File: src/rtl/cfg_stream_pkg.sv
// Package: shared constants, state type and small elaboration helpers for
// the configuration stream framer. Assumes fields are sent MSB first.
package cfg_stream_pkg;

    typedef enum logic [2:0] {
        ST_IDLE,
        ST_HDR,
        ST_IDF,
        ST_DWAIT,
        ST_DFRM,
        ST_ENDW
    } seq_state_e;

    localparam int ADDR_W  = 11;
    localparam int LEN_W   = 24;
    localparam int PID_W   = 20;
    localparam int RSVD_W  = 43;
    localparam int FLD_W   = ADDR_W + 2;       // {P, C, addr} parity field
    localparam int HEAD_W  = FLD_W + 3;        // start, P, C, Opar, Epar, addr
    localparam int END_W   = 16;
    localparam int HCORE_W = 4 + LEN_W;        // preamble + length

    localparam logic [3:0]       PREAMBLE = 4'b0010;
    localparam logic [END_W-1:0] END_WORD = 16'b0010011111111111;

    // Round a bit count up to the next multiple of eight.
    function automatic int round8(input int n);
        return ((n + 7) / 8) * 8;
    endfunction

    // Larger of two counts.
    function automatic int imax(input int a, input int b);
        return (a > b) ? a : b;
    endfunction

endpackage

File: src/rtl/cfg_frame_parity.sv
// Module: computes the two frame parity bits over a field vector.
// opar makes ones at odd indices plus opar odd; epar makes ones at even
// indices plus epar even. Purely combinational.
module cfg_frame_parity #(
    parameter int W = 13
) (
    input  logic [W-1:0] fields,
    output logic         opar,
    output logic         epar
);

    logic [W-1:0] odd_mask;

    // Build the odd-index selection mask.
    for (genvar i = 0; i < W; i++) begin : g_mask
        assign odd_mask[i] = (i % 2) == 1;
    end

    // Reduce the selected halves into the two parity bits.
    always_comb begin
        opar = ~(^(fields & odd_mask));
        epar = ^(fields & ~odd_mask);
    end

endmodule

File: src/rtl/cfg_bit_shifter.sv
// Module: holds one stream segment (left-aligned, MSB first) and shifts it
// out one bit per accepted cycle. Assumes load is raised only when empty.
module cfg_bit_shifter #(
    parameter int SEG_W = 96,
    parameter int CNT_W = 7
) (
    input  logic             clk,
    input  logic             rst_n,
    input  logic             load,
    input  logic [SEG_W-1:0] load_val,
    input  logic [CNT_W-1:0] load_len,
    input  logic             out_ready,
    output logic             out_bit,
    output logic             out_valid,
    output logic             empty
);

    logic [SEG_W-1:0] sreg;
    logic [CNT_W-1:0] cnt;

    // Load a new segment or advance by one accepted bit.
    always_ff @(posedge clk) begin
        if (!rst_n) begin
            sreg <= '0;
            cnt  <= '0;
        end else if (load) begin
            sreg <= load_val;
            cnt  <= load_len;
        end else if (cnt != '0 && out_ready) begin
            sreg <= {sreg[SEG_W-2:0], 1'b1};
            cnt  <= cnt - 1'b1;
        end
    end

    // Present the head bit and the occupancy flags.
    always_comb begin
        out_bit   = sreg[SEG_W-1];
        out_valid = cnt != '0;
        empty     = cnt == '0;
    end


    shift_cnt_chk: assert property (@(posedge clk) disable iff (!rst_n)
        out_valid && out_ready && !load |=> cnt == $past(cnt) - 1'b1);

endmodule

File: src/rtl/cfg_stream_framer.sv
// Module: top of the configuration stream framer. A sequencer picks the next
// segment (header, ID frame, data frame, end word) and hands it to the bit
// shifter. Assumes descriptors arrive only after desc_ready; options are
// captured on start while idle.
module cfg_stream_framer
    import cfg_stream_pkg::*;
#(
    parameter int DATA_W      = 16,
    parameter int ALIGN_ZEROS = 2,
    parameter int STOP_BITS   = 3,
    parameter int POST_ONES   = 8
) (
    input  logic              clk,
    input  logic              rst_n,
    input  logic              start,
    input  logic              byte_mode,
    input  logic              id_en,
    input  logic              parity_en,
    input  logic [PID_W-1:0]  part_id,
    input  logic [LEN_W-1:0]  total_bits,
    input  logic              desc_valid,
    output logic              desc_ready,
    input  logic [ADDR_W-1:0] desc_addr,
    input  logic              desc_comp,
    input  logic              desc_all,
    input  logic              desc_last,
    input  logic [DATA_W-1:0] desc_data,
    output logic              bit_out,
    output logic              bit_valid,
    input  logic              bit_ready,
    output logic              busy
);

    localparam int STOP_B = round8(STOP_BITS);
    localparam int FR_U   = HEAD_W + ALIGN_ZEROS + 1 + DATA_W;
    localparam int IDF_W  = HEAD_W + 1 + RSVD_W + PID_W;
    localparam int SEG_W  = imax(imax(FR_U + STOP_B, IDF_W + 8), END_W + POST_ONES);
    localparam int CNT_W  = $clog2(SEG_W + 1);

    localparam logic [CNT_W-1:0] HDR_LEN_N = CNT_W'(4 + HCORE_W + 4);
    localparam logic [CNT_W-1:0] HDR_LEN_B = CNT_W'(12 + HCORE_W + 8);
    localparam logic [CNT_W-1:0] IDF_LEN_N = CNT_W'(IDF_W + 3);
    localparam logic [CNT_W-1:0] IDF_LEN_B = CNT_W'(IDF_W + 8);
    localparam logic [CNT_W-1:0] STP_LEN_N = CNT_W'(STOP_BITS);
    localparam logic [CNT_W-1:0] STP_LEN_B = CNT_W'(STOP_B);
    localparam logic [CNT_W-1:0] FRU_LEN   = CNT_W'(FR_U);
    localparam logic [CNT_W-1:0] FRC_LEN   = CNT_W'(HEAD_W);
    localparam logic [CNT_W-1:0] END_LEN   = CNT_W'(END_W + POST_ONES);

    seq_state_e        state_q, state_d;
    logic              byte_q, id_q, pen_q, last_q;
    logic [PID_W-1:0]  pid_q;
    logic              sh_load, sh_empty;
    logic [SEG_W-1:0]  sh_val, hdr_seg, idf_seg, frm_seg, end_seg;
    logic [CNT_W-1:0]  sh_len, hdr_len, idf_len, frm_len;
    logic [FLD_W-1:0]  frm_fld, idf_fld;
    logic              frm_opar, frm_epar, idf_opar, idf_epar;
    logic [HEAD_W-1:0] frm_head, idf_head;

    assign frm_fld = {~desc_all, desc_comp, desc_addr};
    assign idf_fld = {1'b1, 1'b0, {ADDR_W{1'b1}}};

    cfg_frame_parity #(.W(FLD_W)) u_frm_par (
        .fields(frm_fld), .opar(frm_opar), .epar(frm_epar)
    );

    cfg_frame_parity #(.W(FLD_W)) u_idf_par (
        .fields(idf_fld), .opar(idf_opar), .epar(idf_epar)
    );

    // Assemble the left-aligned segment images, unused tail bits left as ones.
    always_comb begin
        frm_head = {1'b0, frm_fld[FLD_W-1 -: 2], frm_opar, frm_epar, desc_addr};
        idf_head = {1'b0, idf_fld[FLD_W-1 -: 2], idf_opar, idf_epar, idf_fld[ADDR_W-1:0]};

        hdr_seg = '1;
        if (byte_mode) begin
            hdr_seg[SEG_W-13 -: HCORE_W] = {PREAMBLE, total_bits};
            hdr_len = HDR_LEN_B;
        end else begin
            hdr_seg[SEG_W-5 -: HCORE_W]  = {PREAMBLE, total_bits};
            hdr_len = HDR_LEN_N;
        end

        idf_seg = '1;
        idf_seg[SEG_W-1 -: IDF_W] = {idf_head, pen_q, {RSVD_W{1'b0}}, pid_q};
        idf_len = byte_q ? IDF_LEN_B : IDF_LEN_N;

        frm_seg = '1;
        if (desc_comp) begin
            frm_seg[SEG_W-1 -: HEAD_W] = frm_head;
            frm_len = FRC_LEN;
        end else begin
            frm_seg[SEG_W-1 -: FR_U] = {frm_head, {ALIGN_ZEROS{1'b0}}, 1'b1, desc_data};
            frm_len = FRU_LEN;
        end
        frm_len = frm_len + (byte_q ? STP_LEN_B : STP_LEN_N);

        end_seg = '1;
        end_seg[SEG_W-1 -: END_W] = END_WORD;
    end

    // Sequencer: choose the next segment once the shifter has drained.
    always_comb begin
        state_d = state_q;
        sh_load = 1'b0;
        sh_val  = hdr_seg;
        sh_len  = hdr_len;
        unique case (state_q)
            ST_IDLE: if (start) begin
                sh_load = 1'b1;
                state_d = ST_HDR;
            end
            ST_HDR: if (sh_empty) begin
                if (id_q) begin
                    sh_load = 1'b1;
                    sh_val  = idf_seg;
                    sh_len  = idf_len;
                    state_d = ST_IDF;
                end else begin
                    state_d = ST_DWAIT;
                end
            end
            ST_IDF: if (sh_empty) state_d = ST_DWAIT;
            ST_DWAIT: if (desc_valid) begin
                sh_load = 1'b1;
                sh_val  = frm_seg;
                sh_len  = frm_len;
                state_d = ST_DFRM;
            end
            ST_DFRM: if (sh_empty) begin
                if (last_q) begin
                    sh_load = 1'b1;
                    sh_val  = end_seg;
                    sh_len  = END_LEN;
                    state_d = ST_ENDW;
                end else begin
                    state_d = ST_DWAIT;
                end
            end
            ST_ENDW: if (sh_empty) state_d = ST_IDLE;
            default: state_d = ST_IDLE;
        endcase
    end

    // State register plus option and last-frame capture.
    always_ff @(posedge clk) begin
        if (!rst_n) begin
            state_q <= ST_IDLE;
            byte_q  <= 1'b0;
            id_q    <= 1'b0;
            pen_q   <= 1'b0;
            pid_q   <= '0;
            last_q  <= 1'b0;
        end else begin
            state_q <= state_d;
            if (state_q == ST_IDLE && start) begin
                byte_q <= byte_mode;
                id_q   <= id_en;
                pen_q  <= parity_en;
                pid_q  <= part_id;
            end
            if (desc_valid && desc_ready) last_q <= desc_last;
        end
    end

    assign desc_ready = state_q == ST_DWAIT;
    assign busy       = state_q != ST_IDLE;

    cfg_bit_shifter #(.SEG_W(SEG_W), .CNT_W(CNT_W)) u_shift (
        .clk(clk), .rst_n(rst_n), .load(sh_load), .load_val(sh_val),
        .load_len(sh_len), .out_ready(bit_ready), .out_bit(bit_out),
        .out_valid(bit_valid), .empty(sh_empty)
    );


    hold_bit_chk: assert property (@(posedge clk) disable iff (!rst_n)
        bit_valid && !bit_ready |=> bit_valid && $stable(bit_out));


    load_empty_chk: assert property (@(posedge clk) disable iff (!rst_n)
        sh_load |-> sh_empty);


    idle_quiet_chk: assert property (@(posedge clk) disable iff (!rst_n)
        !busy |-> !bit_valid && !desc_ready);


    end_idle_chk: assert property (@(posedge clk) disable iff (!rst_n)
        state_q == ST_ENDW && sh_empty |=> !busy && !bit_valid);


    frm_par_chk: assert property (@(posedge clk) disable iff (!rst_n)
        desc_valid && desc_ready |->
            ($countones({frm_fld[11], frm_fld[9], frm_fld[7], frm_fld[5],
                         frm_fld[3], frm_fld[1], frm_opar}) % 2) == 1);

endmodule

File: config.mk
export PLATFORM = sky130hd
export DESIGN_NAME = cfg_stream_framer
export DESIGN_NICKNAME = d
export VERILOG_FILES = /design/src/rtl/cfg_stream_pkg.sv /design/src/rtl/cfg_frame_parity.sv /design/src/rtl/cfg_bit_shifter.sv /design/src/rtl/cfg_stream_framer.sv
export SDC_FILE = /design/constraint.sdc
export NUM_CORES = 1
export LEC_CHECK = 0
export BUFFER_PORTS_ARGS = -buffer_cell sky130_fd_sc_hd__buf_4
export CAP_MARGIN = 40
export CORE_MARGIN = 8
export CORE_UTILIZATION = 30
export CTS_CLUSTER_DIAMETER = 60
export CTS_CLUSTER_SIZE = 12
export DETAILED_ROUTE_END_ITERATION = 8
export SLEW_MARGIN = 25
export SYNTH_ARGS = -nofsm -noshare
export SYNTH_HDL_FRONTEND = slang
export SYNTH_HIERARCHICAL = 1
export SYNTH_SLANG_ARGS = --single-unit
File: constraint.sdc
create_clock -name clk -period 6.4 [get_ports clk]
set_input_delay 0.32 -clock clk [delete_from_list [all_inputs] [get_ports clk]]
set_output_delay 0.32 -clock clk [all_outputs]
set_load 0.01 [all_outputs]
==> metrics.md, run 1 <==
| Metric | Value |
|---|---|
| Outcome | finished clean |
| TritonRoute pass-1 iters | 5 |
| Avg WL per Cell | 17.5 um |
| Post-cts repair resize count | 0 |
| Switch share | 0.397 |
| Place WS | 2.51 ns |
| Vias in the first global route | 7,712 |
| PwrDens | 332 nW/um2 |
| Fin nets | 1,167 |
| Final setup violation count | 0 |
| CP arrival | 4.39 ns |
| Worst Setup End Kind | flop |
| Max-Cap Viols | 0 |
| Mean Syn Cell Area | 7.76 um2 |
| Slowest cell delay on critical path | 0.58 ns |
| Total gr overflow | 0 |
| H-tree depth | 4 |
| Share of cells above drive strength 1 | 0.155 |
| Largest net degree at the start of global routing | 78 |
| Reg power frac | 0.331 |
| Total power | 0.00321 W |
| Clk Latency, worst-skew pair | 0.43 ns |
| Post-CTS setup buffer count | 0 |
| Mapped cell area | 8320 um2 |
| CP Max Fanout | 65 |
| Logic pwr share | 0.386 |
| Inserted Diodes | 0 |
| Met2 wire length | 11.1 mm |
| Placer Congestion | 0.844 |
| Crit path max-delay cell type | inv_4 |
| Critical Path RT | 6.74 ns |
| Highest Signal Layer | met4 |
| Antenna violations before repair | 0 |
| Fin. Hold Viols | 0 |
| RSZ-0062 raised after global routing | false |
| Post-route cell area | 9690 um2 |
| Die width | 183 um |
| CP cell instances | inv_1, ha_1, nor4b_2, nand2_1, inv_1, inv_1, a211o_1, nand3_1, inv_4, buf_12, buf_4, o21ai_0, a31oi_1 |
| EDFF count, synth | 0 |
| Netlist cell types | 66 |
| Clock Pin Slew Worst Setup and Hold Paths | 0.06 ns |
| FMAX | 247 MHz |
| Fill count | 2,882 |
| Skew final | 0.0111 ns |
| Slack of the critical path | 2.35 ns |
| Async SR Flop Fraction | 0 |
| Slew headroom | 0.483 |
| FF+latch count, synth | 122 |
| Core Area | 27,600 um2 |
| Starting Density | 0.302 |
| Commonest non-fill, non-tap cell in the layout | a31oi_1 |
| Synthesized instance count | 1,072 |
| IO Port Bufs | 85 |
| Primary FF master, synth | dfxtp_1 |
| Met1 wire length | 12.7 mm |
| Synth Warn # | 6 |
| Global-route wire length before repair | 41.8 mm |
| Critical path startpoint category | flop |
| Worst hold slack | 0.144 ns |
| Sink Count | 122 |
| Most frequent cells in the layout | 179 x a31oi_1, 123 x o21ai_0, 122 x dfxtp_1 |
| I/O Pins | 86 |
| Num rows | 61 |
| Vias/cell | 5.63 |
| Final worst-path cycle share | 0.633 |
| Height of the chip | 183 um |
| HP Class | in -> reg |
| Clock Tree Root | clkbuf_16 |
| TNS Setup | 0 ns |
| Via Count | 8,273 |
| Clock share of power | 0.283 |
| DIE AREA | 33,300 um2 |
| Dpl hpwl | 15.8 mm |
| CTS Buf Count | 17 |
| Max Slew Vio Count | 0 |
| Antenna-violating nets left | 0 |
| First DRT Iteration DRCs | 838 |
| Final WL | 25.8 mm |
| CTS tree | yes |
| Leakage | 3.33 nW |
| WL met3 | 1.65 mm |
| Sequential element share of the synthesized area | 0.293 |
| Reg2reg path depth | 13 |
| Peak VDD IR | 0.228 mV |
| DP Area | 9110 um2 |
| Worst hold path depth | 3 |
| Synthesis-to-layout area growth | 16.4% |
| Overall Global Routing Usage | 0.151 |
| # DRC | 0 |
| Hold buffers post-CTS | 0 |
| WS Path Type | reg -> reg |
| Sw power | 0.00128 W |
| Total internal power | 0.00194 W |
| Most used cell, CP | inv_1 |
| CTS Buffer Depth | 2 |
| Tmin final | 4.05 ns |
| Worst-Margin Slew | 0.775 ns |
[synth_stat cells, types with 4 or more instances]
| cell type | instances | area share |
|---|---|---|
| a31oi_1 | 179 | 0.13 |
| o21ai_0 | 123 | 0.074 |
| dfxtp_1 | 122 | 0.29 |
| o211ai_1 | 92 | 0.083 |
| nor2b_1 | 91 | 0.068 |
| clkbuf_1 | 73 | 0.033 |
| nand2_1 | 59 | 0.027 |
| buf_2 | 43 | 0.026 |
| nand2b_1 | 31 | 0.023 |
| a22oi_1 | 25 | 0.023 |
| nor2_1 | 25 | 0.011 |
| a21boi_1 | 20 | 0.018 |
| nand3_1 | 16 | 0.0096 |
| inv_1 | 15 | 0.0068 |
| mux2_2 | 14 | 0.019 |
| or3b_2 | 12 | 0.013 |
| xnor2_1 | 8 | 0.0084 |
| a21oi_1 | 7 | 0.0042 |
| mux2i_1 | 7 | 0.0084 |
| o221ai_1 | 6 | 0.0063 |
| xnor3_1 | 6 | 0.016 |
| a21boi_0 | 5 | 0.0045 |
| and2_1 | 5 | 0.0038 |
| buf_1 | 5 | 0.0023 |
| buf_6 | 5 | 0.0068 |
| nor3_1 | 5 | 0.0030 |
| buf_4 | 4 | 0.0036 |
| ha_1 | 4 | 0.0060 |
| o21ai_1 | 4 | 0.0024 |
[layer usage]
metal	global-route usage	up-vias
li1	-	4034
met1	0.213	3950
met2	0.224	260
met3	0.0372	29
met4	0.0443	0
met5	0	-
[state kept, by name, summed over array words and instances (netlist names)]
name	flops
pen_q	1
byte_q	1
pid_q	20
id_q	1
state_q	3
u_shift/sreg	88
u_shift/cnt	7
last_q	1
[worst max-delay path: cells and delay by family, from the launching register on]
family	cells	cell delay [ns]
adder cells (fa/ha/maj)	1	0.23
buffers and inverters	6	1.86
AO/OA/AOI/OAI	3	0.67
flip-flops	1	0.41
AND/OR/NAND/NOR	3	0.73
[per-stage QoR]
| stage | std cells | util |
|---|---|---|
| floorplan | 1091 | - |
| global placement | 1433 | 0.327 |
| detailed placement | 1439 | 0.331 |
| CTS | 1469 | 0.351 |
| global route | 1470 | 0.352 |
| finish | 1470 | 0.352 |
[worst paths after layout]
path / slack, ns / endpoint / start
worst max-delay path: 2.35 / u_shift/sreg[37] / u_shift/cnt[0]
worst min-delay path: 0.14 / pid_q[7] / part_id[7]
worst max register to register: 2.35 / u_shift/sreg[37] / u_shift/cnt[0]
worst min register to register: 0.45 / pid_q[13] / pid_q[13]
[cell families (layout without fill, tap and decap cells)]
family | Yosys count | count (layout) | share of synthesized area
adder cells (fa/ha/maj) | 4 | 4 | 0.00601
AND/OR/NAND/NOR | 268 | 268 | 0.185
AO/OA/AOI/OAI | 491 | 491 | 0.381
buffers and inverters | 148 | 149 | 0.0795
multiplexers | 21 | 21 | 0.0274
XOR/XNOR | 16 | 16 | 0.0268
flip-flops | 122 | 122 | 0.293
other | 2 | 21 | 0.000902
[cell type report]
cell class / instances / area (um2) / share of cell area
tap: 378 / 473 / 0.0488
multi-input combinational: 821 / 5310 / 0.548
timing repair buffer: 101 / 848 / 0.0876
clock buffer: 22 / 474 / 0.0490
clock inverter: 8 / 71.3 / 0.00736
sequential: 122 / 2440 / 0.252
inverter: 18 / 70.1 / 0.00723
[power by group through the flow]
stage               clock network, W  logic (W)  registers, W
CTS                         0.000927    0.00121       0.00106
global placement                   0    0.00114       0.00107
floorplan                          0   0.000926       0.00103
detailed placement                 0    0.00120       0.00107
global route                0.000955    0.00135       0.00109
finish                      0.000909    0.00124       0.00106
(Power assumes the default switching activity.)
==> inputs of run 2 (changes only) <==
clock period = 3.86 ns   (was 6.4 ns; I/O delays follow)
==> run 2 against run 1 <==
Via count rose by 0.36%; worst setup slack got worse by 1.5 ns; non-clock buffer count rose by 2; design area barely moved; wire length fell by 1.8%; critical path depth did not move; power rose by 62%; combinational power rose by 65%; sequential power rose by 66%; die area did not move; critical path type unchanged; largest cell class unchanged; largest power group unchanged; highest routed layer unchanged.
==> metrics.md, run 2 (synthesis results as in run 1) <==
| Metric | Value |
|---|---|
| Outcome | finished clean |
| Slew headroom | 0.482 |
| Hold buffers post-CTS | 0 |
| Vias/cell | 5.63 |
| Met1 wire length | 12.4 mm |
| Inserted Diodes | 0 |
| TNS Setup | 0 ns |
| Antenna-violating nets left | 0 |
| CTS Buffer Depth | 2 |
| Critical path startpoint category | flop |
| Dpl hpwl | 15.6 mm |
| Via Count | 8,303 |
| Skew final | 0.0174 ns |
| Final setup violation count | 0 |
| WS Path Type | reg -> reg |
| WL met3 | 1.55 mm |
| Antenna violations before repair | 0 |
| Peak VDD IR | 0.322 mV |
| Slowest cell delay on critical path | 0.35 ns |
| # DRC | 0 |
| Sink Count | 122 |
| CTS Buf Count | 17 |
| Leakage | 3.32 nW |
| HP Class | in -> reg |
| Max Slew Vio Count | 0 |
| I/O Pins | 86 |
| Fin nets | 1,169 |
| Critical Path RT | 4.15 ns |
| CP arrival | 3.25 ns |
| CP cell instances | inv_1, ha_1, nor4b_2, nand2_1, inv_1, inv_1, a211o_1, nand3_1, buf_4, inv_4, buf_12, o21ai_0, a31oi_1 |
| Clk Latency, worst-skew pair | 0.42 ns |
| Largest registers | u_shift/sreg (88), pid_q (20), u_shift/cnt (7) |
| Final worst-path cycle share | 0.769 |
| CP Max Fanout | 88 |
| Worst hold slack | 0.0208 ns |
| Fin. Hold Viols | 0 |
| Share of cells above drive strength 1 | 0.155 |
| Largest net degree at the start of global routing | 113 |
| Clock Tree Root | clkbuf_16 |
| Clock Pin Slew Worst Setup and Hold Paths | 0.05 ns |
| Synthesis-to-layout area growth | 16.4% |
| Highest Signal Layer | met4 |
| Post-CTS setup buffer count | 0 |
| Avg WL per Cell | 17.2 um |
| CTS tree | yes |
| RSZ-0062 raised after global routing | false |
| Final WL | 25.3 mm |
| Height of the chip | 183 um |
| Num rows | 61 |
| Starting Density | 0.302 |
| Met2 wire length | 10.9 mm |
| Overall Global Routing Usage | 0.148 |
| TritonRoute pass-1 iters | 5 |
| Post-cts repair resize count | 0 |
| Worst Setup End Kind | flop |
| IO Port Bufs | 85 |
| Max-Cap Viols | 0 |
| Most frequent cells in the layout | 179 x a31oi_1, 123 x o21ai_0, 122 x dfxtp_1 |
| PwrDens | 538 nW/um2 |
| Placer Congestion | 0.854 |
| Commonest non-fill, non-tap cell in the layout | a31oi_1 |
| H-tree depth | 4 |
| Vias in the first global route | 7,675 |
| Total gr overflow | 0 |
| DIE AREA | 33,300 um2 |
| Tmin final | 2.97 ns |
| Crit path max-delay cell type | dfxtp_1 |
| Worst-Margin Slew | 0.776 ns |
| Most used cell, CP | inv_1 |
| Core Area | 27,600 um2 |
| FMAX | 337 MHz |
| Max reg flops | 88 |
| Die width | 183 um |
| First DRT Iteration DRCs | 815 |
| Most flops, register | u_shift/sreg |
| Global-route wire length before repair | 41.4 mm |
run 2: worst paths after layout:
path | to | cells past startpoint | slack [ns] | startpoint
min | pid_q[4] | 3 | 0.02 | part_id[4]
min reg2reg | pid_q[9] | 2 | 0.45 | pid_q[9]
max reg2reg | u_shift/sreg[70] | 13 | 0.89 | u_shift/cnt[0]
max | u_shift/sreg[70] | 13 | 0.89 | u_shift/cnt[0]
run 2: cell type report:
| type | instances | area (um2) |
|---|---|---|
| inverter | 18 | 70.1 |
| fill | 2847 | 17900 |
| timing repair buffer | 103 | 883 |
| sequential | 122 | 2440 |
| clock buffer | 23 | 458 |
| tap | 378 | 473 |
| clock inverter | 9 | 50.0 |
| multi-input combinational | 821 | 5310 |
run 2: metal layers:
metal,track usage,vias to the layer above
met5,0,-
met4,0.0433,0
met3,0.0356,24
met2,0.210,272
met1,0.217,3954
li1,-,4053
run 2: stage by stage:
step / instance area (um2) / total power [W] / worst slack, ns / utilization / cells
after detailed placement: 9150 / 0.00379 / 0.920 / 0.332 / 1441
after floorplan: 8390 / 0.00324 / 0.782 / - / 1091
after global routing: 9680 / 0.00552 / 0.576 / 0.351 / 1474
after global placement: 9070 / 0.00369 / 1.03 / 0.329 / 1438
after CTS: 9660 / 0.00521 / 0.907 / 0.350 / 1473
final: 9680 / 0.00521 / 0.891 / 0.351 / 1474
run 2: critical path: cells and delay by family (launching register included):
family | cells | cell delay [ns]
AOI/OAI and AO/OA | 3 | 0.65
adders and majority gates | 1 | 0.21
buffers and inverters | 6 | 1.07
DFF | 1 | 0.35
and+or+nand+nor | 3 | 0.55
run 2: power by group:
| part | switching [W] | total [W] | internal [W] |
|---|---|---|---|
| combinational | 0.00129 | 0.00204 | 0.000746 |
| clock | 0.000579 | 0.00141 | 0.000827 |
| sequential | 0.000223 | 0.00176 | 0.00154 |
==> inputs of run 3 (changes only) <==
clock period = 2.5 ns   (was 3.86 ns; I/O delays follow)
==> run 3 against run 2 <==
Power up 66%; sequential power increased by 53%; maximum frequency rose by 25%; sequential cell count unchanged; design area is 6.5% higher.
==> metrics.md, run 3 (synthesis results as in run 1) <==
| Metric | Value |
|---|---|
| Outcome | finished clean |
| Slowest cell delay on critical path | 0.34 ns |
| Max reg flops | 88 |
| Clk Latency, worst-skew pair | 0.41 ns |
| Tmin final | 2.38 ns |
| CTS Buffer Depth | 2 |
| Leakage | 3.63 nW |
| Final setup violation count | 0 |
| Commonest non-fill, non-tap cell in the layout | a31oi_1 |
| CP top delay family | buffers and inverters |
| Critical path startpoint category | flop |
| Antenna violations before repair | 0 |
| Worst reg2reg startpoint | u_shift/cnt[0] |
| Worst hold path depth | 3 |
| Final worst-path cycle share | 0.953 |
| Placer Congestion | 0.876 |
| First DRT Iteration DRCs | 752 |
| DIE AREA | 33,300 um2 |
| CP Max Fanout | 33 |
| Endpoint, Worst Hold | id_q |
| Clock Tree Root | clkbuf_16 |
| Vias/cell | 5.55 |
| IO Port Bufs | 85 |
| # DRC | 0 |
| Avg WL per Cell | 17.1 um |
| CTS Buf Count | 17 |
| Most frequent cells in the layout | 179 x a31oi_1, 120 x dfxtp_1, 117 x buf_4 |
| H-tree depth | 4 |
| WS Path Type | reg -> reg |
| TNS Setup | 0 ns |
| Dpl cells | 1,465 |
| Antenna-violating nets left | 0 |
| Inserted Diodes | 0 |
| Share of cells above drive strength 1 | 0.184 |
| Total gr overflow | 0 |
| TritonRoute pass-1 iters | 5 |
| CTS tree | yes |
| Worst-Margin Slew | 0.776 ns |
| Non-Filler Instances | 1,519 |
| Max Slew Vio Count | 0 |
| WP buf/inv | 5 |
| Worst Setup End Kind | flop |
| Most used cell, CP | inv_2 |
| Fin nets | 1,216 |
| Peak VDD IR | 0.456 mV |
| Hold_sp | id_en |
| PwrDens | 840 nW/um2 |
| Most flops, register | u_shift/sreg |
| Starting Density | 0.302 |
| R2r endpoint | u_shift/sreg[84] |
| Largest net degree at the start of global routing | 182 |
| Vias in the first global route | 7,891 |
| I/O Pins | 86 |
| CP cell instances | inv_2, ha_4, nor4b_4, nand2_4, inv_4, inv_2, a211o_1, nand3_4, bufinv_16, buf_16, o21ai_0, a31oi_1 |
| Largest registers | u_shift/sreg (88), pid_q (20), u_shift/cnt (7) |
| FF+latch area | 2440 um2 |
| FMAX | 420 MHz |
| Max-Cap Viols | 0 |
| Slew headroom | 0.483 |
| Fill count | 2,840 |
| Final WL | 26.0 mm |
| Synthesis-to-layout area growth | 23.9% |
| Sink Count | 122 |
| Die width | 183 um |
| Reg2reg path depth | 12 |
| Fin. Hold Viols | 0 |
| Clock Pin Slew Worst Setup and Hold Paths | 0.06 ns |
| Multi-input gate area | 5370 um2 |
| Skew final | 0.00990 ns |
| Overall Global Routing Usage | 0.151 |
| CP arrival | 2.67 ns |
| Reg2reg setup slack | 0.12 ns |
| Num rows | 61 |
| Dpl hpwl | 16.2 mm |
| Core Area | 27,600 um2 |
| HP Class | in -> reg |
| Via Count | 8,434 |
| Global-route wire length before repair | 42.3 mm |
| Critical Path RT | 2.79 ns |
| Height of the chip | 183 um |
| Crit path max-delay cell type | dfxtp_2 |
run 3: changes by cell type in the layout (fill, tap and decap cells not counted), sizes merged:
cell         before  now
clkinv            7    4
buf             103  127
clkinvlp          2    1
bufinv            0    4
dlygate4sd3       0   21
run 3: routing by layer:
layer,routed length (um),GRT usage
met1,12800,0.217
met2,11400,0.222
met3,1720,0.0380
met4,201,0.0341
met5,0,0
run 3: final cells by class:
type / count / share of cell area
clock buffer: 22 / 0.0470
clock inverter: 8 / 0.0114
inverter: 18 / 0.00934
multi-input combinational: 821 / 0.520
sequential: 122 / 0.237
tap: 378 / 0.0459
timing repair buffer: 149 / 0.128
timing repair inverter: 1 / 0.000850
run 3: worst max path at each step:
stage	startpoint	end	depth (start not counted)
CTS	u_shift/cnt[0]	u_shift/sreg[71]	11
finish	u_shift/cnt[0]	u_shift/sreg[84]	12
global route	u_shift/cnt[0]	u_shift/sreg[27]	12
detailed placement	u_shift/cnt[0]	u_shift/sreg[71]	11
global placement	u_shift/cnt[1]	u_shift/cnt[1]	6
floorplan	u_shift/cnt[1]	u_shift/sreg[64]	17
run 3: repair_timing:
item                                   in CTS  in global routing
endpoints found under the hold margin      20                  1
setup buffers                               0                  1
setup endpoints to repair                   0                 67
resized for setup                           0                 22
hold buffers                               20                  1
run 3: per-stage QoR:
stage                      util  setup WS [ns]  hold WS [ns]  instance area [um2]  total power [W]
after detailed placement  0.341          0.119         0.381                 9390          0.00601
after floorplan               -        -0.0429         0.260                 8570          0.00518
final                     0.374          0.118        0.0144                10300          0.00866
after CTS                 0.370         0.0971      0.000540                10200          0.00858
after global routing      0.374       -0.00717        0.0191                10300          0.00918
after global placement    0.339         0.0889         0.375                 9340          0.00589
run 3: tightest hold or removal path: cells and delay by family:
| family | cells | cell delay (ns) |
|---|---|---|
| AND/OR/NAND/NOR | 1 | 0.08 |
| buffers and inverters | 1 | 0.11 |
| AO/OA/AOI/OAI | 1 | 0.06 |
run 3: power by group:
| part | internal [W] | switching (W) |
|---|---|---|
| Clock | 0.00165 | 0.000868 |
| Sequential | 0.00238 | 0.000320 |
| Combinational | 0.00133 | 0.00210 |
